File: config.mk
export PLATFORM = sky130hd
export DESIGN_NAME = los_line_monitor
export DESIGN_NICKNAME = d
export VERILOG_FILES = /design/src/rtl/los_pkg.sv /design/src/rtl/los_zero_run.sv /design/src/rtl/los_density_win.sv /design/src/rtl/los_sync.sv /design/src/rtl/los_line_monitor.sv
export SDC_FILE = /design/constraint.sdc
export NUM_CORES = 1
export LEC_CHECK = 0
export ABC_AREA = 1
export BUFFER_PORTS_ARGS = -buffer_cell sky130_fd_sc_hd__buf_4
export CAP_MARGIN = 0
export CORE_MARGIN = 5
export CORE_UTILIZATION = 45
export CTS_CLUSTER_SIZE = 30
export DETAILED_ROUTE_END_ITERATION = 7
export GPL_TIMING_DRIVEN = 0
export PLACE_DENSITY = 0.7
export RECOVER_POWER = 50
export SLEW_MARGIN = 20
export SYNTH_ARGS = -nofsm -noshare
export SYNTH_HDL_FRONTEND = slang
export SYNTH_HIERARCHICAL = 1
export SYNTH_SLANG_ARGS = --single-unit
export TNS_END_PERCENT = 1
File: constraint.sdc
create_clock -name clk -period 1.65 [get_ports clk]
set_clock_uncertainty 0.1 [all_clocks]
set_input_delay 0.33 -clock clk [delete_from_list [all_inputs] [get_ports clk]]
set_output_delay 0.33 -clock clk [all_outputs]
set_load 0.01 [all_outputs]
File: src/rtl/los_pkg.sv
package los_pkg;

  localparam int STAT_BIT_DIG = 5;
  localparam int STAT_BIT_ANA = 4;
  localparam int STAT_BIT_ALL = 1;

  // next value of a saturating up-counter
  function automatic int sat_next(input int cur, input int limit);
    return (cur >= limit) ? limit : cur + 1;
  endfunction

  // pulse total for a window including the current bit
  function automatic int win_total(input int so_far, input logic pulse);
    return so_far + (pulse ? 1 : 0);
  endfunction

  function automatic logic density_met(input int total, input int min_pulses);
    return total >= min_pulses;
  endfunction

endpackage

File: src/rtl/los_zero_run.sv
module los_zero_run #(
  parameter int ZERO_RUN = 160,
  localparam int ZR_W = $clog2(ZERO_RUN + 1)
) (
  input  logic            clk,
  input  logic            rst_n,
  input  logic            pulse_i,
  output logic [ZR_W-1:0] run_o,
  output logic            declare_o
);

  logic [ZR_W-1:0] run_q;

  always_ff @(posedge clk) begin
    if (!rst_n) begin
      run_q <= '0;
    end else if (pulse_i) begin
      run_q <= '0;
    end else begin
      run_q <= ZR_W'(los_pkg::sat_next(int'(run_q), ZERO_RUN));
    end
  end

  // this bit completes the required silent run
  assign declare_o = !pulse_i && (int'(run_q) == ZERO_RUN - 1);
  assign run_o     = run_q;

endmodule

File: src/rtl/los_density_win.sv
module los_density_win #(
  parameter int WIN_LEN = 96,
  parameter int WIN_MIN = 32,
  localparam int WC_W = $clog2(WIN_LEN),
  localparam int PC_W = $clog2(WIN_LEN + 1)
) (
  input  logic clk,
  input  logic rst_n,
  input  logic pulse_i,
  output logic win_end_o,
  output logic win_pass_o
);

  logic [WC_W-1:0] pos_q;
  logic [PC_W-1:0] cnt_q;
  int              total;

  always_comb begin
    total      = los_pkg::win_total(int'(cnt_q), pulse_i);
    win_end_o  = (int'(pos_q) == WIN_LEN - 1);
    win_pass_o = los_pkg::density_met(total, WIN_MIN);
  end

  always_ff @(posedge clk) begin
    if (!rst_n) begin
      pos_q <= '0;
      cnt_q <= '0;
    end else if (win_end_o) begin
      pos_q <= '0;
      cnt_q <= '0;
    end else begin
      pos_q <= pos_q + 1'b1;
      cnt_q <= PC_W'(total);
    end
  end

endmodule

File: src/rtl/los_sync.sv
module los_sync #(
  parameter int STAGES = 2
) (
  input  logic clk,
  input  logic rst_n,
  input  logic d_i,
  output logic q_o
);

  logic [STAGES-1:0] chain_q;

  generate
    for (genvar s = 0; s < STAGES; s++) begin : g_stage
      if (s == 0) begin : g_first
        always_ff @(posedge clk) begin
          if (!rst_n) chain_q[0] <= 1'b0;
          else        chain_q[0] <= d_i;
        end
      end else begin : g_next
        always_ff @(posedge clk) begin
          if (!rst_n) chain_q[s] <= 1'b0;
          else        chain_q[s] <= chain_q[s-1];
        end
      end
    end
  endgenerate

  assign q_o = chain_q[STAGES-1];

endmodule

File: src/rtl/los_line_monitor.sv
module los_line_monitor #(
  parameter int ZERO_RUN    = 160,
  parameter int WIN_LEN     = 96,
  parameter int WIN_MIN     = 32,
  parameter int SYNC_STAGES = 2,
  parameter int STAT_W      = 8,
  localparam int ZR_W = $clog2(ZERO_RUN + 1)
) (
  input  logic              clk,
  input  logic              rst_n,
  input  logic              rail_pos_i,
  input  logic              rail_neg_i,
  input  logic              ana_los_async_i,
  input  logic              wr_en_i,
  input  logic [STAT_W-1:0] wr_data_i,
  output logic [STAT_W-1:0] status_o,
  output logic              los_o
);

  logic            pulse;
  logic [ZR_W-1:0] zrun;
  logic            decl_evt;
  logic            win_end;
  logic            win_pass;
  logic            dig_q;
  logic            ana_sync;
  logic            unused_wr;

  assign pulse     = rail_pos_i | rail_neg_i;
  // status is read-only: write port is accepted and dropped
  assign unused_wr = wr_en_i ^ (^wr_data_i);

  los_zero_run #(.ZERO_RUN(ZERO_RUN)) u_zrun (
    .clk       (clk),
    .rst_n     (rst_n),
    .pulse_i   (pulse),
    .run_o     (zrun),
    .declare_o (decl_evt)
  );

  los_density_win #(.WIN_LEN(WIN_LEN), .WIN_MIN(WIN_MIN)) u_win (
    .clk        (clk),
    .rst_n      (rst_n),
    .pulse_i    (pulse),
    .win_end_o  (win_end),
    .win_pass_o (win_pass)
  );

  los_sync #(.STAGES(SYNC_STAGES)) u_sync (
    .clk   (clk),
    .rst_n (rst_n),
    .d_i   (ana_los_async_i),
    .q_o   (ana_sync)
  );

  always_ff @(posedge clk) begin
    if (!rst_n) begin
      dig_q <= 1'b1;
    end else if (decl_evt) begin
      dig_q <= 1'b1;
    end else if (win_end && win_pass) begin
      dig_q <= 1'b0;
    end
  end

  always_comb begin
    status_o                       = '0;
    status_o[los_pkg::STAT_BIT_DIG] = dig_q;
    status_o[los_pkg::STAT_BIT_ANA] = ana_sync;
    status_o[los_pkg::STAT_BIT_ALL] = dig_q | ana_sync;
    los_o                          = dig_q | ana_sync;
  end

endmodule

* Word-level counts from Yosys, hierarchy flattened
Cells that the tools add are included.
** Operators by class
- Add/subtract/negate cells :: 3
- Order comparisons :: 2
- Equal/unequal tests :: 2
- Mux-type cells :: 2
- Bitwise gates (word level) :: 3
- Reduce and logical (&&, ||, !) cells :: 7
** Operator list (count)
- 8-bit by 32-bit adder with 32-bit output :: 1
- 32-bit by 7-bit greater-or-equal comparator with 1-bit output, second input constant :: 1
- 8-bit by 1-bit adder with 8-bit output, second input constant :: 1
- 8-bit == test, second input constant :: 1
- 8-bit greater-or-equal comparator, second input constant :: 1
- 8-bit two-way mux :: 1
- 7-bit by 1-bit adder with 7-bit output, second input constant :: 1
- 7-bit == test, second input constant :: 1
- 2-bit OR reduction :: 3
- 3-bit OR reduction :: 1
- 1-bit logical AND :: 2
- 1-bit bitwise OR :: 2
- 1-bit logical NOT :: 1
- 1-bit two-way mux :: 1
- 1-bit NOT :: 1
** Storage, ports and cells
- Register bits :: 25
- Bits of input ports :: 14

* Longest topological paths before layout
Gate-level depths: netlist of run 1.
- Depth in word-level cells :: 5
- Depth in mapped cells :: 10
- Mapped depth without buffers :: 10

* Modules after synthesis
Netlist of run 1, hierarchy kept.
** Modules (own cells, without submodules)
- los_density_win :: instances 1, cells each 88, area an instance 643.1 sq um, seq. area each 280.3 sq um
- los_zero_run :: instances 1, cells each 54, area an instance 402.9 sq um, seq. area each 160.2 sq um
- los_line_monitor :: instances 1, cells each 17, area an instance 115.1 sq um, seq. area each 20.0 sq um
- los_sync :: instances 1, cells each 6, area an instance 55.1 sq um, seq. area each 40.0 sq um

* Worst setup path after synthesis of run 1
Ideal clock, no wire load.
- Path type :: in2reg
- Start point :: input port rail_neg_i
- End point :: register dig_q
- Setup time :: 58 ps
- Arrival time :: 1422 ps
- Path slack :: 70 ps
- Stages on the path :: 10
- Cells stage by stage :: or2_1 ha_1 ha_1 nand3_1 nor2_1 a21oi_1 nand2_1 nand2_1 nand2_1 nand2_1
** On the way
- Word-level cells in the longest chain between the ends :: 5
** Ends and longest elaborated chain
- from (decl) :: line los_line_monitor.sv:12 : input logic rail_neg_i,
- 1-bit bitwise OR :: line los_line_monitor.sv:29 : assign pulse = rail_pos_i | rail_neg_i;
- 1-bit two-way mux :: line los_pkg.sv:14 : return so_far + (pulse ? 1 : 0);
- 8-bit by 32-bit adder with 32-bit output :: line los_pkg.sv:14
- 32-bit by 7-bit greater-or-equal comparator with 1-bit output :: line los_pkg.sv:18 : return total >= min_pulses;
- via win_pass :: line los_line_monitor.sv:24 : logic win_pass;
- 1-bit logical AND :: line los_line_monitor.sv:61 : end else if (win_end && win_pass) begin
- to (signal assigned) :: line los_line_monitor.sv:58 : dig_q <= 1'b1;
- to (signal assigned) :: line los_line_monitor.sv:60 : dig_q <= 1'b1;
- to (signal assigned) :: line los_line_monitor.sv:62 : dig_q <= 1'b0;
- to (decl) :: line los_line_monitor.sv:25 : logic dig_q;
The timed path passes the listed nets, and every way through them passes these cells.
A chain may end at the register's enable or synchronous reset.

* Worst setup path after layout of run 1
- Start point :: register u_sync.chain_q[1] (netlist: u_sync/q_o)
- End point :: output port status_o[1]
** On the way
- Word-level cells in the longest chain between the ends :: 1
** Ends and longest elaborated chain
- from (decl) :: line los_sync.sv:10 : logic [STAGES-1:0] chain_q;
- from (signal, indexed assignment) :: line los_sync.sv:22 : else chain_q[s] <= chain_q[s-1];
- 1-bit bitwise OR :: line los_line_monitor.sv:70 : status_o[los_pkg::STAT_BIT_ALL] = dig_q | ana_sync;
- to (decl) :: line los_line_monitor.sv:16 : output logic [STAT_W-1:0] status_o,
No other way between the ends.

==> impl_metrics.env, run 1 <==
export IMPL_fin_crit_ps=1580
export IMPL_worstHoldStart="ana_los_async_i"
export IMPL_drtAntennaViolNets=0
export IMPL_cts_buffers=3
export IMPL_p_clk_frac=0.277
export IMPL_swShare=0.231
export IMPL_antenna_diode_count=0
export IMPL_synth_area_leaders="dfxtp_1 (41%), nand2_1 (9.3%), nor2_1 (8.3%)"
export IMPL_final_cell_area_um2=1350
export IMPL_dr_first_iter_drc_count=44
export IMPL_clk_pin_slew_ps=130
export IMPL_seq_area_frac_synth=0.412
export IMPL_hold_path_class="in2reg"
export IMPL_p_leak_nw=0.583
export IMPL_avgSynthCellArea_um2=7.37
export IMPL_cp_max_fo=2
export IMPL_synth_top_area_share=0.412
export IMPL_dieArea_um2=3840
export IMPL_clock_fmax_ghz=0.632
export IMPL_status="complete, no violations"
export IMPL_power_density_nw_per_um2=725
export IMPL_clock_latency_ps=320
export IMPL_vias_per_cell=4.54
export IMPL_ys_warn_count=6
export IMPL_finalSetupViolCount=0
export IMPL_cts_sinks=25
export IMPL_ir_drop_mv=0.658
export IMPL_reg2reg_from="u_win/cnt_q[0]$_SDFF_PP0_"
export IMPL_crit_path_end_kind="output pin"
export IMPL_ys_ff_latch=25
export IMPL_crit_required_ps=1220
export IMPL_initial_core_util=0.482
export IMPL_synthDistinctLibCells=25
export IMPL_drv_slew=0
export IMPL_grt_antenna_before_repair=0
export IMPL_p_sw_mw=0.227
export IMPL_die_x_um=62.0
export IMPL_multi_input_comb_area_um2=537
export IMPL_hpwl_um=1560
export IMPL_start_kind="register"
export IMPL_drc=0
export IMPL_seqCellArea_um2=503
export IMPL_globalplace_congestion=0.809
export IMPL_grt_pass1_wl_um=3460
export IMPL_coreArea_um2=2520
export IMPL_pin_count=23
export IMPL_grt_pass1_vias=906
export IMPL_setup_tns_ps=0
export IMPL_track_usage=0.119
export IMPL_p_seq_frac=0.645
export IMPL_ys_flop_type="dfxtp_1"
export IMPL_wire_per_inst_um=9.23
export IMPL_syn_cell_area_um2=1220
export IMPL_nets=203
export IMPL_vias=967
export IMPL_fp_dieH_um=62.0
export IMPL_critPathKind="reg2out"
export IMPL_whs_endpoint="u_sync/chain_q[0]$_SDFF_PN0_"
export IMPL_fill_cells=251
export IMPL_rrSetupSlack_ps=220
export IMPL_arrival_ps=1150
export IMPL_synth_edf_count=0
export IMPL_power_internal_mw=0.753
export IMPL_finalHoldViolations=0
export IMPL_syn_inst=165
export IMPL_cts_root_buf="clkbuf_4"
export IMPL_clockBufferDepth=2
export IMPL_reg2reg_depth=9
export IMPL_drive_gt1_frac=0.158
export IMPL_synthTopCellsByCount="nand2_1 (30), nor2_1 (27), inv_1 (26), dfxtp_1 (25)"
export IMPL_max_cap_violations=0
export IMPL_hold_worst_slack_ps=76.1
export IMPL_routed_wirelength_um=1970
export IMPL_setup_worst_path_start="u_sync/q_o$_SDFF_PN0_"
export IMPL_fin_crit_sh=0.959
export IMPL_async_flop_share=0
export IMPL_hold_depth=3
export IMPL_cts_tree="done"
export IMPL_num_rows=18
export IMPL_combPwrFrac=0.077
export IMPL_synth_most_common_cell="nand2_1"
export IMPL_htree_levels=1
export IMPL_finalPower_mw=0.979
export IMPL_yosys_area_top_type="dfxtp_1"
export IMPL_rsz0062_at_grt="false"
export IMPL_drtPass1Iterations=4
export IMPL_syn2layout_area_growth_pct=11.1
export IMPL_timing_rr_end="dig_q$_SDFFE_PP1P_"
export IMPL_io_buffers=8
export IMPL_grt_max_degree=14
export IMPL_placed_area_um2=1330
export IMPL_grt_ovfl_total=0
worst max-delay path, stage by stage (launching register included):
cell	delay (ps)
dfxtp_2	340
or2_1	230
buf_4	130
buf_4	130
layout by cell type, fill, tap and decap left out, types with 3 or more instances in the layout:
cell type   n
a21oi_1    10
buf_4      17
clkbuf_4    3
conb_1      5
dfxtp_1    23
ha_1        5
inv_1      28
nand2_1    30
nand3_1     9
nor2_1     29
o21ai_0     3
xnor2_1     3
cell type report:
type | count | share of cell area
tap | 30 | 0.0278
inverter | 28 | 0.0778
multi-input combinational | 107 | 0.397
sequential | 25 | 0.372
buffer | 9 | 0.0528
clock buffer | 4 | 0.0194
timing repair buffer | 10 | 0.0528
per-layer routing:
layer / vias up / part of all wire / GRT usage
li1: 526 / - / -
met1: 424 / 0.44 / 0.129
met2: 12 / 0.49 / 0.219
met3: 5 / 0.054 / 0.0372
met4: 0 / 0.015 / 0.0364
met5: - / 0 / 0
stage by stage:
| step | std cells | utilization | setup slack, ps |
|---|---|---|---|
| after detailed placement | 207 | 0.527 | -140 |
| after global routing | 213 | 0.536 | 2.56 |
| after floorplan | 169 | - | 69.9 |
| after global placement | 207 | 0.527 | -124 |
| after CTS | 211 | 0.537 | 33.5 |
| final | 213 | 0.536 | 67.6 |
power groups by stage:
stage / combinational [mW] / sequential [mW] / clock, mW
after floorplan: 0.0596 / 0.644 / 0
final: 0.0756 / 0.632 / 0.272
after CTS: 0.0779 / 0.633 / 0.288
after detailed placement: 0.0774 / 0.646 / 0
after global routing: 0.0884 / 0.636 / 0.322
after global placement: 0.0754 / 0.645 / 0
registers in the layout (all words and copies together), names as in the netlist:
name,count
dig_q,1
u_sync/chain_q,1
u_sync/q_o,1
u_win/cnt_q,7
u_win/pos_q,7
u_zrun/run_o,8
how the worst max path moves through the flow:
stage / to / slack [ps] / depth (start not counted)
2_1_floorplan: dig_q$_SDFFE_PP1P_ / 70 / 10
3_3_place_gp: dig_q$_SDFFE_PP1P_ / -120 / 11
3_5_place_dp: dig_q$_SDFFE_PP1P_ / -140 / 11
4_1_cts: status_o[1] / 30 / 3
5_1_grt: status_o[1] / 3 / 3
6_report: status_o[1] / 70 / 3
cell families after synthesis:
family | synth area share
AOI/OAI and AO/OA | 0.0700
xor gates and xnor gates | 0.0288
adders and majority gates | 0.0514
buffers and inverters | 0.145
DFF | 0.412
other | 0.00308
and+or+nand+nor | 0.290
timing repair:
action | in CTS | in global routing
hold buffers | 0 | 0
resized for setup | 0 | 2
buffers inserted | 0 | 2
endpoints found under the setup margin | 0 | 1
Power figures use the tool's default switching activity.
==> run 2, diff against run 1 <==
--- a/config.mk
+++ b/config.mk
@@ -10,6 +10,7 @@
 export CAP_MARGIN = 0
 export CORE_MARGIN = 5
 export CORE_UTILIZATION = 45
+export CTS_BUF_LIST = sky130_fd_sc_hd__clkbuf_8
 export CTS_CLUSTER_SIZE = 30
 export DETAILED_ROUTE_END_ITERATION = 7
 export GPL_TIMING_DRIVEN = 0
==> constraint.sdc (replaced) <==
create_clock -name clk -period 1.4 [get_ports clk]
set_clock_uncertainty 0.1 [all_clocks]
set_input_delay 0.28 -clock clk [delete_from_list [all_inputs] [get_ports clk]]
set_output_delay 0.28 -clock clk [all_outputs]
set_load 0.01 [all_outputs]
==> run 2 against run 1 <==
  * Sequential share of layout area down 1.3 points
  * Final cell count decreased by 0.94%
  * Setup slack worse by 13 ps
  * Non-clock buffer count fell by 2
  * Critical endpoint unchanged
  * Largest cell class unchanged
==> impl_metrics.env, run 2 (synthesized netlist as in run 1, its figures left out) <==
export IMPL_clock_fmax_ghz=0.743
export IMPL_power_density_nw_per_um2=901
export IMPL_vias=980
export IMPL_crit_required_ps=1020
export IMPL_largest_reg_flops=8
export IMPL_cpMaxStageDelayCell="dfxtp_2"
export IMPL_vias_per_cell=4.64
export IMPL_fin_crit_ps=1350
export IMPL_layout_common_cells="nand2_1 (30), nor2_1 (28), inv_1 (27), dfxtp_1 (19), buf_4 (15)"
export IMPL_seqCellArea_um2=508
export IMPL_slowest_delay_ps=320
export IMPL_fin_util=0.560
export IMPL_arrival_ps=970
export IMPL_worstPathCellList="or2_1 > buf_4"
export IMPL_coreArea_um2=2520
export IMPL_drive_gt1_frac=0.227
export IMPL_dr_first_iter_drc_count=36
export IMPL_clk_pin_slew_ps=80
export IMPL_status="complete, no violations"
export IMPL_grt_pass1_vias=955
export IMPL_cp_max_fo=2
export IMPL_p_leak_nw=0.583
export IMPL_worst_path_stages=2
export IMPL_cts_tree="done"
export IMPL_worst_path_buf_inv=1
export IMPL_hold_path_class="in2reg"
export IMPL_reg2reg_depth=9
export IMPL_cts_sinks=25
export IMPL_hold_worst_slack_ps=88.6
export IMPL_nets=201
export IMPL_ir_drop_mv=0.803
export IMPL_grt_antenna_before_repair=0
export IMPL_htree_levels=1
export IMPL_final_common_cell="nand2_1"
export IMPL_num_rows=18
export IMPL_cts_root_buf="clkbuf_8"
export IMPL_cp_top_family="flip-flops"
export IMPL_dieArea_um2=3840
export IMPL_grt_ovfl_total=0
export IMPL_finalSetupViolCount=0
export IMPL_track_usage=0.128
export IMPL_drv_slew=0
export IMPL_grt_max_degree=15
export IMPL_drtPass1Iterations=4
export IMPL_clock_latency_ps=260
export IMPL_wire_per_inst_um=9.98
export IMPL_drtAntennaViolNets=0
export IMPL_pin_count=23
export IMPL_clockBufferDepth=2
export IMPL_antenna_diode_count=0
export IMPL_critPathKind="reg2out"
export IMPL_hpwl_um=1640
export IMPL_rsz0062_at_grt="true"
export IMPL_drc=0
export IMPL_hold_depth=3
export IMPL_grt_pass1_wl_um=3680
export IMPL_cts_buffers=3
export IMPL_finalHoldViolations=0
export IMPL_fin_crit_sh=0.961
export IMPL_initial_core_util=0.482
export IMPL_fp_dieH_um=62.0
export IMPL_routed_wirelength_um=2110
export IMPL_fill_cells=239
export IMPL_max_cap_violations=0
export IMPL_start_kind="register"
export IMPL_die_x_um=62.0
export IMPL_globalplace_congestion=0.792
export IMPL_crit_path_end_kind="output pin"
export IMPL_io_buffers=8
export IMPL_multi_input_comb_area_um2=588
export IMPL_syn2layout_area_growth_pct=16.2
run 2: layout make-up:
| cell class | count | area share |
|---|---|---|
| timing repair buffer | 9 | 0.0452 |
| clock buffer | 3 | 0.0292 |
| clock inverter | 1 | 0.00354 |
| sequential | 25 | 0.360 |
| inverter | 28 | 0.0744 |
| tap | 30 | 0.0266 |
| buffer | 8 | 0.0452 |
| multi-input combinational | 107 | 0.416 |
run 2: final timing paths:
kind,from,end,slack [ps]
worst max-delay path,u_sync/q_o$_SDFF_PN0_,status_o[1],50
worst min-delay path,ana_los_async_i,u_sync/chain_q[0]$_SDFF_PN0_,90
worst max register to register,u_win/cnt_q[0]$_SDFF_PP0_,dig_q$_SDFFE_PP1P_,90
worst min register to register,u_sync/chain_q[0]$_SDFF_PN0_,u_sync/q_o$_SDFF_PN0_,310
run 2: timing repair:
item	CTS	global route
resized for setup	2	8
hold buffers	0	0
endpoints found under the setup margin	1	13
pin swaps	1	1
buffers inserted	1	0
run 2: metal layers:
metal | GRT usage | wire length, um | vias up | share of wire
li1 | - | - | 522 | -
met1 | 0.137 | 893 | 439 | 0.42
met2 | 0.234 | 1080 | 16 | 0.51
met3 | 0.0331 | 104 | 3 | 0.049
met4 | 0.0545 | 22 | 0 | 0.010
met5 | 0 | 0 | - | 0
run 2: power by group:
| group | total (mW) | switching (mW) | internal [mW] |
|---|---|---|---|
| clock network | 0.421 | 0.223 | 0.199 |
| registers | 0.750 | 0.0170 | 0.733 |
| logic | 0.102 | 0.0490 | 0.0529 |
run 2: tightest hold or removal path, stage by stage:
cell and delay, ps:
buf_4 80, nand2_1 40, inv_1 40
run 2: through the flow:
| step | cell area, um2 | cells | total power, mW | setup WS, ps | TNS, ps |
|---|---|---|---|---|---|
| CTS | 1410 | 211 | 1.29 | 35.5 | 0 |
| floorplan | 1260 | 169 | 0.842 | 5.28 | 0 |
| detailed placement | 1360 | 207 | 0.868 | -188 | -261 |
| global route | 1410 | 211 | 1.34 | -3.02 | -3.04 |
| global placement | 1360 | 207 | 0.864 | -167 | -191 |
| finish | 1410 | 211 | 1.27 | 54.2 | 0 |
